**src/rtl/spi_pad_pkg.sv**
```systemverilog
package spi_pad_pkg;

  // Per-cycle strobes sent from the control to the datapath
  typedef struct packed {
    logic rxShift;   // sample one input bit
    logic rxPush;    // store the completed character
    logic txShift;   // advance the output shifter
    logic txLoad;    // load a new byte into the output shifter
    logic loadFill;  // the loaded byte is filler/padding, not FIFO data
    logic txPop;     // remove the head of the transmit FIFO
    logic mosiBit;   // synchronised input bit
  } spiStrobeT;

endpackage

```
**src/rtl/spi_pad_fifo.sv**
```systemverilog
module spi_pad_fifo #(
  parameter int WIDTH = 8,
  parameter int DEPTH = 4
) (
  input  logic             clk,
  input  logic             rstN,
  input  logic             push,
  input  logic [WIDTH-1:0] din,
  input  logic             pop,
  output logic [WIDTH-1:0] dout,
  output logic             empty,
  output logic             full
);
  localparam int AW = (DEPTH > 1) ? $clog2(DEPTH) : 1;
  localparam int CW = $clog2(DEPTH + 1);

  logic [WIDTH-1:0] mem [DEPTH];
  logic [AW-1:0]    wrPtr, rdPtr;
  logic [CW-1:0]    count;
  logic             doPush, doPop;

  assign empty  = (count == '0);
  assign full   = (count == CW'(DEPTH));
  assign doPush = push & ~full;
  assign doPop  = pop & ~empty;
  assign dout   = mem[rdPtr];

  function automatic logic [AW-1:0] bump(input logic [AW-1:0] p);
    return (p == AW'(DEPTH - 1)) ? '0 : p + AW'(1);
  endfunction

  always_ff @(posedge clk or negedge rstN) begin
    if (!rstN) begin
      wrPtr <= '0;
      rdPtr <= '0;
      count <= '0;
    end else begin
      if (doPush) wrPtr <= bump(wrPtr);
      if (doPop)  rdPtr <= bump(rdPtr);
      count <= count + CW'(doPush) - CW'(doPop);
    end
  end

  always_ff @(posedge clk) begin
    if (doPush) mem[wrPtr] <= din;
  end
endmodule

```
**src/rtl/spi_pad_ctrl.sv**
```systemverilog
module spi_pad_ctrl
  import spi_pad_pkg::*;
#(
  parameter int DATA_W = 8
) (
  input  logic      clk,
  input  logic      rstN,
  input  logic      sckIn,
  input  logic      mosiIn,
  input  logic      selN,
  input  logic      txWrite,
  input  logic      rxFull,
  input  logic      txEmpty,
  input  logic      txFull,
  input  logic      ovfClr,
  input  logic      undClr,
  output spiStrobeT st,
  output logic      ovfEvt,
  output logic      undEvt,
  output logic      ovfFlag,
  output logic      undFlag,
  output logic      txIdle
);
  localparam int BCW = $clog2(DATA_W);

  logic [2:0]     sckS, selS;
  logic [1:0]     mosiS;
  logic           active, padArmed, padPending, serBusy;
  logic [BCW-1:0] bitCnt;
  logic sckRise, sckFall, selAssert, selRelease;
  logic rise, fall, charDone, load, loadPad, loadFifo, underrun, padTrig;

  // Synchronise, then detect edges between stages 1 and 2
  always_ff @(posedge clk or negedge rstN) begin
    if (!rstN) begin
      sckS  <= '0;
      selS  <= '1;
      mosiS <= '0;
    end else begin
      sckS  <= {sckS[1:0], sckIn};
      selS  <= {selS[1:0], selN};
      mosiS <= {mosiS[0], mosiIn};
    end
  end

  assign sckRise    = sckS[1] & ~sckS[2];
  assign sckFall    = ~sckS[1] & sckS[2];
  assign selAssert  = ~selS[1] & selS[2];
  assign selRelease = selS[1] & ~selS[2];

  assign rise     = sckRise & active & ~selRelease;
  assign fall     = sckFall & active & ~selRelease;
  assign charDone = rise & (bitCnt == BCW'(DATA_W - 1));
  assign load     = selAssert | charDone;
  assign loadPad  = load & padPending;
  assign loadFifo = load & ~padPending & ~txEmpty;
  assign underrun = load & ~padPending & txEmpty;
  assign padTrig  = txWrite & ~txFull & txEmpty & padArmed & active & ~selRelease;

  always_comb begin
    st.rxShift  = rise;
    st.rxPush   = charDone & ~rxFull;
    st.txShift  = fall & (bitCnt != '0);
    st.txLoad   = load;
    st.loadFill = load & ~loadFifo;
    st.txPop    = loadFifo;
    st.mosiBit  = mosiS[1];
  end

  assign txIdle = txEmpty & ~serBusy & ~padPending;

  always_ff @(posedge clk or negedge rstN) begin
    if (!rstN) begin
      active     <= 1'b0;
      bitCnt     <= '0;
      padArmed   <= 1'b0;
      padPending <= 1'b0;
      serBusy    <= 1'b0;
      ovfEvt     <= 1'b0;
      undEvt     <= 1'b0;
      ovfFlag    <= 1'b0;
      undFlag    <= 1'b0;
    end else begin
      ovfEvt <= charDone & rxFull;
      undEvt <= underrun;
      if (charDone & rxFull) ovfFlag <= 1'b1;
      else if (ovfClr)       ovfFlag <= 1'b0;
      if (underrun)          undFlag <= 1'b1;
      else if (undClr)       undFlag <= 1'b0;

      if (selRelease) begin
        active     <= 1'b0;
        bitCnt     <= '0;
        padArmed   <= 1'b0;
        padPending <= 1'b0;
        serBusy    <= 1'b0;
      end else begin
        if (selAssert) begin
          active <= 1'b1;
          bitCnt <= '0;
        end else if (rise) begin
          bitCnt <= charDone ? '0 : bitCnt + BCW'(1);
        end
        if (charDone) padArmed <= 1'b1;
        if (padTrig)      padPending <= 1'b1;
        else if (loadPad) padPending <= 1'b0;
        if (load) serBusy <= loadPad | loadFifo;
      end
    end
  end

  AST_OVF_STICKY: assert property (@(posedge clk) disable iff (!rstN)
    ovfEvt |-> ovfFlag);
  AST_UND_STICKY: assert property (@(posedge clk) disable iff (!rstN)
    undEvt |-> undFlag);
  AST_PAD_IN_WINDOW: assert property (@(posedge clk) disable iff (!rstN)
    padPending |-> (active && padArmed));
  AST_IDLE_BITCNT: assert property (@(posedge clk) disable iff (!rstN)
    !active |-> (bitCnt == '0));
endmodule

```
**src/rtl/spi_pad_dp.sv**
```systemverilog
module spi_pad_dp
  import spi_pad_pkg::*;
#(
  parameter int DATA_W = 8,
  parameter int DEPTH  = 4
) (
  input  logic              clk,
  input  logic              rstN,
  input  spiStrobeT         st,
  input  logic              fillSel,
  input  logic [DATA_W-1:0] txData,
  input  logic              txWrite,
  input  logic              rxRead,
  output logic [DATA_W-1:0] rxData,
  output logic              rxEmpty,
  output logic              rxFull,
  output logic              txEmpty,
  output logic              txFull,
  output logic              misoOut
);
  logic [DATA_W-1:0] rxSr, txSr, lastSent, txHead, fillByte, nextByte, rxWord;

  assign rxWord   = {rxSr[DATA_W-2:0], st.mosiBit};
  assign fillByte = fillSel ? '1 : lastSent;
  assign nextByte = st.loadFill ? fillByte : txHead;
  assign misoOut  = txSr[DATA_W-1];

  always_ff @(posedge clk or negedge rstN) begin
    if (!rstN) begin
      rxSr     <= '0;
      txSr     <= '1;
      lastSent <= '1;
    end else begin
      if (st.rxShift) rxSr <= rxWord;
      if (st.txLoad) begin
        txSr     <= nextByte;
        lastSent <= nextByte;
      end else if (st.txShift) begin
        txSr <= {txSr[DATA_W-2:0], 1'b0};
      end
    end
  end

  spi_pad_fifo #(.WIDTH(DATA_W), .DEPTH(DEPTH)) i_rxFifo (
    .clk(clk), .rstN(rstN), .push(st.rxPush), .din(rxWord), .pop(rxRead),
    .dout(rxData), .empty(rxEmpty), .full(rxFull));

  spi_pad_fifo #(.WIDTH(DATA_W), .DEPTH(DEPTH)) i_txFifo (
    .clk(clk), .rstN(rstN), .push(txWrite), .din(txData), .pop(st.txPop),
    .dout(txHead), .empty(txEmpty), .full(txFull));

  AST_RX_PUSH_ROOM: assert property (@(posedge clk) disable iff (!rstN)
    st.rxPush |-> !rxFull);
  AST_TX_POP_DATA: assert property (@(posedge clk) disable iff (!rstN)
    st.txPop |-> !txEmpty);
  AST_LOAD_NOT_SHIFT: assert property (@(posedge clk) disable iff (!rstN)
    st.txLoad |=> (misoOut == $past(nextByte[DATA_W-1])));
endmodule

```
**src/rtl/spi_pad_slave.sv**
```systemverilog
module spi_pad_slave
  import spi_pad_pkg::*;
#(
  parameter int DATA_W = 8,
  parameter int DEPTH  = 4
) (
  input  logic              clk,
  input  logic              rstN,
  input  logic              sckIn,
  input  logic              mosiIn,
  input  logic              selN,
  output logic              misoOut,
  input  logic              fillSel,
  input  logic [DATA_W-1:0] txData,
  input  logic              txWrite,
  input  logic              rxRead,
  output logic [DATA_W-1:0] rxData,
  input  logic              ovfClr,
  input  logic              undClr,
  output logic              rxValid,
  output logic              txFree,
  output logic              txIdle,
  output logic              ovfFlag,
  output logic              undFlag,
  output logic              ovfEvt,
  output logic              undEvt
);
  spiStrobeT st;
  logic rxEmpty, rxFull, txEmpty, txFull;

  spi_pad_ctrl #(.DATA_W(DATA_W)) i_ctrl (
    .clk(clk), .rstN(rstN), .sckIn(sckIn), .mosiIn(mosiIn), .selN(selN),
    .txWrite(txWrite), .rxFull(rxFull), .txEmpty(txEmpty), .txFull(txFull),
    .ovfClr(ovfClr), .undClr(undClr), .st(st), .ovfEvt(ovfEvt), .undEvt(undEvt),
    .ovfFlag(ovfFlag), .undFlag(undFlag), .txIdle(txIdle));

  spi_pad_dp #(.DATA_W(DATA_W), .DEPTH(DEPTH)) i_dp (
    .clk(clk), .rstN(rstN), .st(st), .fillSel(fillSel), .txData(txData),
    .txWrite(txWrite), .rxRead(rxRead), .rxData(rxData), .rxEmpty(rxEmpty),
    .rxFull(rxFull), .txEmpty(txEmpty), .txFull(txFull), .misoOut(misoOut));

  assign rxValid = ~rxEmpty;
  assign txFree  = ~txFull;

  AST_IDLE_HAS_ROOM: assert property (@(posedge clk) disable iff (!rstN)
    txIdle |-> txFree);
endmodule

```
**config.mk**
```make
export PLATFORM = sky130hd
export DESIGN_NAME = spi_pad_slave
export DESIGN_NICKNAME = d
export VERILOG_FILES = /design/src/rtl/spi_pad_pkg.sv /design/src/rtl/spi_pad_fifo.sv /design/src/rtl/spi_pad_ctrl.sv /design/src/rtl/spi_pad_dp.sv /design/src/rtl/spi_pad_slave.sv
export SDC_FILE = /design/constraint.sdc
export NUM_CORES = 1
export LEC_CHECK = 0
export ABC_CLOCK_PERIOD_IN_PS = 3400
export BUFFER_PORTS_ARGS = -buffer_cell sky130_fd_sc_hd__buf_2
export CORE_MARGIN = 1.5
export CORE_UTILIZATION = 40
export CTS_CLUSTER_SIZE = 20
export DETAILED_ROUTE_END_ITERATION = 6
export PLACE_DENSITY = 0.57
export SETUP_SLACK_MARGIN = 0.02
export SLEW_MARGIN = 15
export SYNTH_ARGS = -nofsm -noshare
export SYNTH_HDL_FRONTEND = slang
export SYNTH_SLANG_ARGS = --single-unit
```
**constraint.sdc**
```tcl
create_clock -name clk -period 3.4 [get_ports clk]
set_input_delay 0.85 -clock clk [delete_from_list [all_inputs] [get_ports clk]]
set_output_delay 0.85 -clock clk [all_outputs]
set_load 0.005 [all_outputs]
```
==> impl_results.md, run 1 <==
* Clock root cell: clkbuf_16
* Initial DRC Count at 116
* Post-Layout Inst Area at 0.00591 mm^2
* GR Util met2 at 21.0%
* EDFF count, synth at 64
* Post-layout net count at 388
* Cell variety after synth at 43
* Cell Area, Placed at 0.00529 mm^2
* Arrival @ worst endpoint at 3340 ps
* First-pass GRT wire length at 14,000 um
* Post-cts repair resize count at 0
* Overflow after GRT at 0
* CTS hold repair buffers at 0
* Syn Area/Cell at 16.3 um^2
* GR Util met3 at 5.72%
* Width of the die at 114 um
* TritonCTS clock tree: done
* Power Density at 860 mW/mm^2
* Final Cycle Share at 88.4%
* Max Clk Rate at 333 MHz
* Seq/Total Area, Yosys at 67.3%
* P_leak at 2.41 nW
* Drt wl/cell at 15.8 um
* Filler instances at 1,019
* Worst-Skew Late Latency at 410 ps
* Maxcap violations at 0
* Row cnt at 40
* Tmin final at 3000 ps
* Post-CTS Setup Inserts at 0
* Antenna Cells at 0
* WL final at 8360 um
* Die footprint at 0.0131 mm^2
* Synth-to-Final Area Change at 18.9%
* Yosys reg bits at 120
* Unrepaired setup endpoints after global routing: false
* Synthesized Nets at 343
* VDD IR max at 0.338 mV
* TNS Setup at 0 ps
* Clock-pin slew on the worst setup and hold paths at 50 ps
* Syn Std Cell Area at 0.00497 mm^2
* Syn Inst Count at 304
* WP data required at 3730 ps
* CP endpoint kind: register
* Core ar. at 0.0121 mm^2
* Fin. max-slew vios at 0
* Util after Layout at 49.0%
* Die height at 114 um
* HPWL after DPL at 5570 um
* Hold Crit Class: register to register
* Total iterations of the first detailed-routing run at 4
* Max clock buf depth at 2
* Ys flop type: edfxtp_1
* Port buffer count at 33
* Async set or reset register ratio after synthesis at 46.7%
* Largest net degree at the start of global routing at 34
* Total clock sinks at 120
* Fraction of layout cells with a size suffix above 1 at 33.8%
* Vias in the first global route at 2,685
* Gpl congestion at 0.757
* H-tree levels at 4
* Vias after detailed routing at 2,604
* Rel. slew slack at 50.3%
* Worst Path Max Fanout at 12
* Initial antenna violation count at 0
* Initial Util at 41.2%
* Warnings from Yosys at 0
* CTS buffer count at 17
* GR peak layer: met2
* Crit path launch type: register
* Critical path class: register to register
* Drc violations at 0
* Skew final at 9.03 ps
* Via/cell ratio at 4.92
* Status: completed
* GRT Total Usage at 14.9%
* IO Pins at 34
* Final ANT Viol Nets at 0
* Met1 GRT Util at 19.8%
* Final Hold Fails at 0
* Final setup viols at 0
* Worst-Margin Slew at 737 ps
## worst max-delay path, stage by stage (launching register included)
cell      delay, ps
dfstp_2         530
inv_1            40
ha_1            270
and4bb_4        490
nand2_4         100
a21oi_4         210
inv_1            70
ha_1            290
inv_1            60
ha_1            130
inv_1            50
fa_1            370
xnor2_1         190
xnor2_1         140
## worst paths after layout
check	start	cells past startpoint	slack (ps)	to
setup / recovery	i_ctrl.selS[2]$_DFF_PN1_	13	400	i_dp.i_rxFifo.count[2]$_DFF_PN0_
hold / removal	i_ctrl.mosiS[0]$_DFF_PN0_	0	350	i_ctrl.mosiS[1]$_DFF_PN0_
setup reg to reg	i_ctrl.selS[2]$_DFF_PN1_	13	400	i_dp.i_rxFifo.count[2]$_DFF_PN0_
hold reg to reg	i_ctrl.mosiS[0]$_DFF_PN0_	0	350	i_ctrl.mosiS[1]$_DFF_PN0_
max in group asynchronous	rstN	2	2180	i_dp.txSr[7]$_DFFE_PN1P_
min in group asynchronous	rstN	1	520	i_dp.i_rxFifo.wrPtr[1]$_DFFE_PN0P_
## logic make-up after synthesis
group	share of synthesized area [%]
AOI/OAI and AO/OA	5.46
DFF	67.3
adders and majority gates	5.59
and+or+nand+nor	5.56
xor gates and xnor gates	0.705
buffers and inverters	3.15
muxes	12.2
## cell usage after synthesis (2+ instances only)
library cell	instances	area share, %
nor3_1	5	0.50
edfxtp_1	64	39
o21ai_0	12	1.2
mux4_2	16	7.3
mux2i_1	8	1.6
dfstp_2	19	10
mux2_4	2	0.60
or3_1	3	0.38
buf_2	4	0.40
and3_1	4	0.50
a2bb2oi_1	8	1.4
fa_1	2	0.81
ha_1	19	4.8
o22ai_1	8	1.0
inv_1	24	1.8
mux2_2	12	2.7
nor2_1	16	1.2
and2_2	4	0.60
a21oi_2	2	0.35
xnor2_1	4	0.70
nand3_1	2	0.20
nand3b_1	2	0.30
buf_1	2	0.15
nand2_1	6	0.45
dfrtp_1	37	19
a21o_1	2	0.30
## sequential cells by signal (all words and copies together), names as in the netlist
register and cells:
i_dp.i_rxFifo.mem 32, i_dp.i_txFifo.mem 32, i_dp.lastSent 8, i_dp.txSr 8
i_dp.rxSr 7, i_ctrl.bitCnt 3, i_ctrl.sckS 3, i_ctrl.selS 3
i_dp.i_rxFifo.count 3, i_dp.i_txFifo.count 3, i_ctrl.mosiS 2, i_dp.i_rxFifo.rdPtr 2
i_dp.i_rxFifo.wrPtr 2, i_dp.i_txFifo.rdPtr 2, i_dp.i_txFifo.wrPtr 2, i_ctrl.active 1
i_ctrl.ovfEvt 1, i_ctrl.ovfFlag 1, i_ctrl.padArmed 1, i_ctrl.padPending 1
i_ctrl.serBusy 1, i_ctrl.undEvt 1, i_ctrl.undFlag 1
## power breakdown
group | switching [mW] | internal (mW)
clock | 0.587 | 1.28
sequential | 0.305 | 1.96
combinational | 0.421 | 0.524
## through the flow
stage / setup WS [ps] / total power, mW / hold WS [ps] / cells
2_1_floorplan: 556 / 2.94 / 331 / 304
3_3_place_gp: 430 / 3.22 / 335 / 498
3_5_place_dp: 382 / 3.26 / 339 / 498
5_1_grt: 209 / 5.38 / 364 / 529
4_1_cts: 366 / 5.15 / 350 / 529
6_report: 396 / 5.08 / 349 / 529
## metal layers
metal / part of all wire [%] / up-vias / wire, um
met3: 4.7 / 20 / 392
met1: 47 / 1304 / 3970
met5: 0 / - / 0
met2: 45 / 59 / 3740
li1: - / 1221 / -
met4: 3.0 / 0 / 254
## area by class of cell
cell class / instances / area, um^2 / share of cell area, %
Tap cell: 168 / 210 / 3.56
Clock inverter: 11 / 179 / 3.03
Multi-Input combinational cell: 151 / 1470 / 24.8
Clock buffer: 20 / 437 / 7.39
Sequential cell: 120 / 3350 / 56.6
Inverter: 24 / 90.1 / 1.52
Timing Repair Buffer: 35 / 180 / 3.05
## layout by cell type (no fill, tap or decap), types with 4 or more instances in the layout
| cell | count |
|---|---|
| edfxtp_1 | 64 |
| dfrtp_1 | 37 |
| buf_2 | 33 |
| inv_1 | 24 |
| ha_1 | 19 |
| dfstp_2 | 19 |
| clkbuf_16 | 17 |
| nor2_1 | 16 |
| mux4_2 | 16 |
| o21ai_0 | 12 |
| mux2_2 | 12 |
| a2bb2oi_1 | 8 |
| mux2i_1 | 8 |
| o22ai_1 | 8 |
| nand2_1 | 6 |
| nor3_1 | 5 |
| bufinv_16 | 5 |
| xnor2_1 | 4 |
| and2_2 | 4 |
| and3_1 | 4 |
No activity file was read; power rests on OpenSTA's default activity.
==> inputs of run 2 (changes only) <==
ABC_AREA = 1   (was not set)
ABC_CLOCK_PERIOD_IN_PS = 2900   (was 3400)
clock period = 2.9 ns   (was 3.4 ns; I/O delays follow)
==> impl_results.md, run 2 <==
* Gpl congestion at 0.717 (-5.3%)
* Async set or reset register ratio after synthesis at 46.7% (unchanged)
* Max clock buf depth at 2 (unchanged)
* Largest net degree at the start of global routing at 37 (+8.8%)
* Total clock sinks at 120 (unchanged)
* Vias after detailed routing at 3,187 (+22%)
* Initial DRC Count at 215 (+85%)
* Fin. max-slew vios at 0 (unchanged)
* H-tree levels at 4 (unchanged)
* CP endpoint kind: register
* Arrival @ worst endpoint at 2910 ps (-430 ps)
* WL final at 9160 um (+9.6%)
* Drt wl/cell at 13.5 um (-14%)
* Initial antenna violation count at 0 (unchanged)
* Largest stage delay on the critical path at 520 ps (about the same)
* Worst-Skew Late Latency at 410 ps (about the same)
* Skew final at 8.85 ps (-0.186 ps)
* Most frequent cell after synthesis: nand2_1
* Port buffer count at 33 (unchanged)
* Core ar. at 0.0126 mm^2 (+4.2%)
* Cell Chain, Critical Path: inv_1 > ha_1 > inv_2 > nand4_2 > ha_1 > inv_1 > ha_1 > inv_1 > fa_1 > xnor2_1 > xor2_1
* Die height at 116 um (+1.7%)
* Status: completed
* Launch point of the worst reg-to-reg path: i_ctrl.selS[2]$_DFF_PN1_
* Yosys reg bits at 120 (unchanged)
* Most common cell after layout, fill and taps aside: nand2_1
* Maxcap violations at 0 (unchanged)
* Filler instances at 1,138 (+12%)
* Hold Crit Class: input pin to asynchronous set/reset pin
* Worst Setup SP: i_ctrl.selS[2]$_DFF_PN1_
* Sequential Area at 0.00335 mm^2 (unchanged)
* Die footprint at 0.0136 mm^2 (+3.5%)
* CTS buffer count at 17 (unchanged)
* Row cnt at 41 (+2.5%)
* VDD IR max at 0.408 mV (+21%)
* Power Density at 968 mW/mm^2 (+13%)
* Critical path class: register to register
* Seq/Total Area, Yosys at 65.0% (-2.3 points)
* Final setup viols at 0 (unchanged)
* Initial Util at 41.0% (-0.24 points)
* Final ANT Viol Nets at 0 (unchanged)
* Unrepaired setup endpoints after global routing: false
* Synth-to-Final Area Change at 19.6%
* Ys flop type: edfxtp_1
* Final Cycle Share at 88.9% (+0.54 points)
* Worst-Margin Slew at 693 ps (-44.3 ps)
* Post-layout net count at 531 (+37%)
* Crit path launch type: register
* Width of the die at 116 um (+1.7%)
* HPWL after DPL at 6060 um (+8.8%)
* WP data required at 3230 ps (-500 ps)
* Family with the most delay on the worst path: adder cells
* Post-CTS Setup Inserts at 0 (unchanged)
* Hold slack final at 289 ps (-59.9 ps)
* Largest registers: i_dp.i_rxFifo.mem x32, i_dp.i_txFifo.mem x32
* Clock-pin slew on the worst setup and hold paths at 50 ps (about the same)
* Clock root cell: clkbuf_16
* Total iterations of the first detailed-routing run at 4 (unchanged)
* Cell taking the most area after synthesis: edfxtp_1
* Warnings from Yosys at 0 (unchanged)
* Synthesized Nets at 476 (+39%)
* First-pass GRT wire length at 15,200 um (+8.6%)
* Drc violations at 0 (unchanged)
* TritonCTS clock tree: done
* Final Hold Fails at 0 (unchanged)
* IO Pins at 34 (unchanged)
* CTS hold repair buffers at 0 (unchanged)
* Commonest non-fill, non-tap cells in the layout: nand2_1, edfxtp_1, inv_1, nor2_1, o21ai_0
* Max Clk Rate at 388 MHz (+17%)
* Syn Inst Count at 437 (+44%)
* EDFF count, synth at 64 (unchanged)
* Syn Std Cell Area at 0.00515 mm^2 (+3.6%)
* GRT Total Usage at 15.2% (+0.28 points)
* Top cells by count, synth: nand2_1, edfxtp_1, inv_1, nor2_1, o21ai_0
* Vias in the first global route at 3,097 (+15%)
* Synth top area cells: edfxtp_1, dfrtp_1, dfstp_2
* Tmin final at 2580 ps (-426 ps)
* Syn Area/Cell at 11.8 um^2 (-28%)
* Share of the synthesized area in the top cell type at 37.3% (-1.3 points)
* Worst Path Max Fanout at 9 (-3)
* P_leak at 2.61 nW (+8.6%)
* Critical path buffers and inverters at 4 (unchanged)
* Via/cell ratio at 4.71 (-4.4%)
* Overflow after GRT at 0 (unchanged)
* Antenna Cells at 0 (unchanged)
* Area of the multi-input gates at 0.00153 mm^2 (+4.4%)
* Fraction of layout cells with a size suffix above 1 at 25.9% (-7.9 points)
* Cell variety after synth at 39 (-9.3%)
* Post-cts repair resize count at 0 (unchanged)
* Rel. slew slack at 53.8% (+3.5 points)
* TNS Setup at 0 ps (unchanged)
* Worst path slowest cell: dfstp_2
[run 2: cell types whose count changed after synthesis, moves of 16 or more]
cell | previous run | this run
mux4_2 | 16 | 0
o21ai_0 | 12 | 41
nor2_1 | 16 | 42
inv_1 | 24 | 47
nand3_1 | 2 | 28
nand2_1 | 6 | 68
[run 2: path summary, 6_finish.rpt]
| path | endpoint | slack (ps) | cells after the start |
|---|---|---|---|
| worst max register to register | i_dp.i_rxFifo.count[2]$_DFF_PN0_ | 320 | 11 |
| worst max-delay path | i_dp.i_rxFifo.count[2]$_DFF_PN0_ | 320 | 11 |
| max in group asynchronous | i_dp.txSr[2]$_DFFE_PN1P_ | 1980 | 2 |
| worst min-delay path | i_dp.i_txFifo.wrPtr[0]$_DFFE_PN0P_ | 290 | 1 |
| min in group clk | i_ctrl.sckS[1]$_DFF_PN0_ | 350 | 0 |
| worst min register to register | i_ctrl.sckS[1]$_DFF_PN0_ | 350 | 0 |
[run 2: cell type report]
cell class	instances	share of cell area, %
timing repair buffer	45	4.35
sequential	120	54.3
multi-input combinational	256	24.9
clock buffer	24	8.17
tap	172	3.49
inverter	52	3.29
clock inverter	8	1.50
[run 2: layer usage]
| metal | share of wire (%) | GRT usage (%) | up-vias |
|---|---|---|---|
| li1 | - | - | 1587 |
| met1 | 46 | 19.6 | 1537 |
| met2 | 48 | 23.7 | 52 |
| met3 | 4.4 | 4.83 | 11 |
| met4 | 1.1 | 6.34 | 0 |
| met5 | 0 | 0 | - |
[run 2: worst register-to-register path, cell delays in order (launching register included)]
cell     delay, ps
dfstp_2        520
inv_1           40
ha_1           240
inv_2          160
nand4_2        240
ha_1           360
inv_1           60
ha_1           120
inv_1           50
fa_1           370
xnor2_1        180
xor2_1         160
[run 2: power by group]
part	total (mW)	internal [mW]	switching (mW)
combinational	1.37	0.536	0.835
sequential	2.51	2.25	0.261
clock	2.08	1.38	0.703
[run 2: kinds of logic after synthesis]
group                    Yosys count  share of synthesized area (%)
AND/OR/NAND/NOR                  158                           14.5
XOR/XNOR                           4                          0.681
buffers and inverters             61                           5.25
adder cells (fa/ha/maj)           21                           5.39
multiplexers                       7                           1.53
flip-flops                       120                           65.0
AO/OA/AOI/OAI                     66                           7.61
[run 2: stage by stage]
stage               util, %  setup slack [ps]  total power, mW  cells  area [um^2]
detailed placement     44.3               294             3.95    645         5560
finish                 49.0               322             5.96    677         6160
floorplan                 -               487             3.47    437         5150
global route           49.0               159             6.35    677         6160
CTS                    49.0               304             6.05    677         6160
global placement       44.3               394             3.88    645         5560
==> inputs of run 3 (changes only) <==
==> constraint.sdc (replaced) <==
create_clock -name clk -period 2.9 [get_ports clk]
set_input_delay 0.58 -clock clk [delete_from_list [all_inputs] [get_ports clk]]
set_output_delay 0.58 -clock clk [all_outputs]
set_load 0.005 [all_outputs]
==> impl_results.md, run 3 (synthesis gave the netlist of run 2 again) <==
* Status: completed
* Row cnt at 41 (unchanged)
* Via/cell ratio at 4.74 (+0.71%)
* Final Cycle Share at 90.0% (+1.1 points)
* Maxcap violations at 0 (unchanged)
* Gpl congestion at 0.704 (-1.8%)
* Vias after detailed routing at 3,200 (+0.41%)
* WP data required at 3230 ps (about the same)
* Worst-Skew Late Latency at 410 ps (about the same)
* Critical Path Stages at 11 (unchanged)
* Critical path class: register to register
* Largest registers: i_dp.i_rxFifo.mem x32, i_dp.i_txFifo.mem x32
* Worst Setup SP: i_ctrl.selS[2]$_DFF_PN1_
* Tmin final at 2610 ps (+30.9 ps)
* Initial Util at 41.0% (unchanged)
* First-pass GRT wire length at 15,500 um (+2.0%)
* Power Density at 986 mW/mm^2 (+1.9%)
* Crit path launch type: register
* GRT Total Usage at 15.6% (+0.44 points)
* Width of the die at 116 um (unchanged)
* H-tree levels at 4 (unchanged)
* Drc violations at 0 (unchanged)
* Clock-pin slew on the worst setup and hold paths at 50 ps (about the same)
* Largest stage delay on the critical path at 530 ps (about the same)
* IO Pins at 34 (unchanged)
* Area of the multi-input gates at 0.00153 mm^2 (unchanged)
* Worst Reg-to-Reg Cells at 11 (unchanged)
* CTS buffer count at 17 (unchanged)
* Total iterations of the first detailed-routing run at 5 (+1)
* Largest net degree at the start of global routing at 34 (-8.1%)
* Unrepaired setup endpoints after global routing: false
* Antenna Cells at 0 (unchanged)
* Vias in the first global route at 3,142 (+1.5%)
* Drt wl/cell at 14.0 um (+3.4%)
* Family with the most delay on the worst path: adder cells
* Fraction of layout cells with a size suffix above 1 at 24.7% (-1.3 points)
* Initial antenna violation count at 0 (unchanged)
* Max Clk Rate at 383 MHz (-1.2%)
* Dpl ws at 259 ps (-35.3 ps)
* Cell Chain, Critical Path: inv_1 > ha_1 > inv_2 > nand4_2 > ha_1 > inv_1 > ha_1 > inv_1 > fa_1 > xnor2_1 > xor2_1
* HPWL after DPL at 6200 um (+2.2%)
* Post-cts repair resize count at 0 (unchanged)
* Die height at 116 um (unchanged)
* VDD IR max at 0.525 mV (+29%)
* Commonest non-fill, non-tap cells in the layout: nand2_1, edfxtp_1, inv_1, nor2_1, o21ai_0
* Worst Path Max Fanout at 9 (unchanged)
* Arrival @ worst endpoint at 2940 ps (+30 ps)
* Clock root cell: clkbuf_16
* Sequential Area at 0.00335 mm^2 (unchanged)
* Rel. slew slack at 42.6% (-11 points)
* Final ANT Viol Nets at 0 (unchanged)
* Post-layout net count at 529 (-0.38%)
* Launch point of the worst reg-to-reg path: i_ctrl.selS[2]$_DFF_PN1_
* Die footprint at 0.0136 mm^2 (unchanged)
* P_leak at 2.61 nW (-0.22%)
* Skew final at 5.54 ps (-3.31 ps)
* TNS Setup at 0 ps (unchanged)
* Final Hold Fails at 0 (unchanged)
* Post-CTS Setup Inserts at 0 (unchanged)
* Max clock buf depth at 2 (unchanged)
* WL final at 9440 um (+3.1%)
* Port buffer count at 33 (unchanged)
* Filler instances at 1,152 (+1.2%)
* TritonCTS clock tree: done
* Hold Crit Class: input pin to asynchronous set/reset pin
* Final worst slack at 291 ps (-31.0 ps)
* CP endpoint kind: register
* Initial DRC Count at 169 (-21%)
* Most common cell after layout, fill and taps aside: nand2_1
* Synth-to-Final Area Change at 19.7% (about the same)
* Overflow after GRT at 0 (unchanged)
* Worst-Margin Slew at 858 ps (+165 ps)
* Final setup viols at 0 (unchanged)
* CTS hold repair buffers at 0 (unchanged)
* Core ar. at 0.0126 mm^2 (unchanged)
* Critical path buffers and inverters at 4 (unchanged)
* Fin. max-slew vios at 0 (unchanged)
* Worst path slowest cell: dfstp_2
* Total clock sinks at 120 (unchanged)
==> run 3: cell count changes in the layout (fill, tap and decap cells not counted), sizes merged <==
cell | before | now
clkinv | 7 | 10
clkinvlp | 1 | 0
clkbuf | 24 | 19
bufinv | 2 | 5
buf | 45 | 43
==> run 3: worst register-to-register path, cell delays in order (launching register included) <==
cell and delay [ps]:
dfstp_2 530, inv_1 40, ha_1 250, inv_2 160, nand4_2 230, ha_1 350
inv_1 60, ha_1 140, inv_1 60, fa_1 370, xnor2_1 180, xor2_1 160
==> run 3: final timing paths <==
kind                                                      endpoint  slack, ps
worst max-delay path              i_dp.i_rxFifo.count[2]$_DFF_PN0_        290
worst min-delay path            i_dp.i_txFifo.wrPtr[1]$_DFFE_PN0P_        180
worst max register to register    i_dp.i_rxFifo.count[2]$_DFF_PN0_        290
worst min register to register            i_ctrl.sckS[1]$_DFF_PN0_        350
max in group asynchronous             i_dp.lastSent[0]$_DFFE_PN1N_       2060
min in group clk                          i_ctrl.selS[0]$_DFF_PN1_        270
==> run 3: cell type report <==
| cell class | count | share of cell area [%] |
|---|---|---|
| sequential | 120 | 54.3 |
| tap | 172 | 3.49 |
| clock buffer | 19 | 7.02 |
| clock inverter | 13 | 2.96 |
| inverter | 52 | 3.29 |
| multi-input combinational | 256 | 24.8 |
| timing repair buffer | 43 | 4.10 |
==> run 3: routing by layer <==
| layer | up-vias | wire length (um) | track usage [%] |
|---|---|---|---|
| li1 | 1588 | - | - |
| met1 | 1538 | 4370 | 19.3 |
| met2 | 56 | 4570 | 24.9 |
| met3 | 18 | 310 | 4.57 |
| met4 | 0 | 194 | 8.05 |
| met5 | - | 0 | 0 |
==> run 3: power by group <==
group	total (mW)	internal (mW)	switching (mW)
combinational	1.36	0.527	0.835
clock	2.21	1.50	0.708
sequential	2.51	2.25	0.256
==> run 3: per-stage QoR <==
| stage | instances | power, mW | util (%) | instance area [um^2] | hold WS (ps) |
|---|---|---|---|---|---|
| floorplan | 437 | 3.47 | - | 5150 | 284 |
| global placement | 643 | 3.88 | 44.2 | 5550 | 334 |
| detailed placement | 643 | 3.94 | 44.2 | 5550 | 339 |
| CTS | 675 | 6.17 | 49.0 | 6160 | 183 |
| global route | 675 | 6.47 | 49.0 | 6160 | 203 |
| finish | 675 | 6.08 | 49.0 | 6160 | 178 |
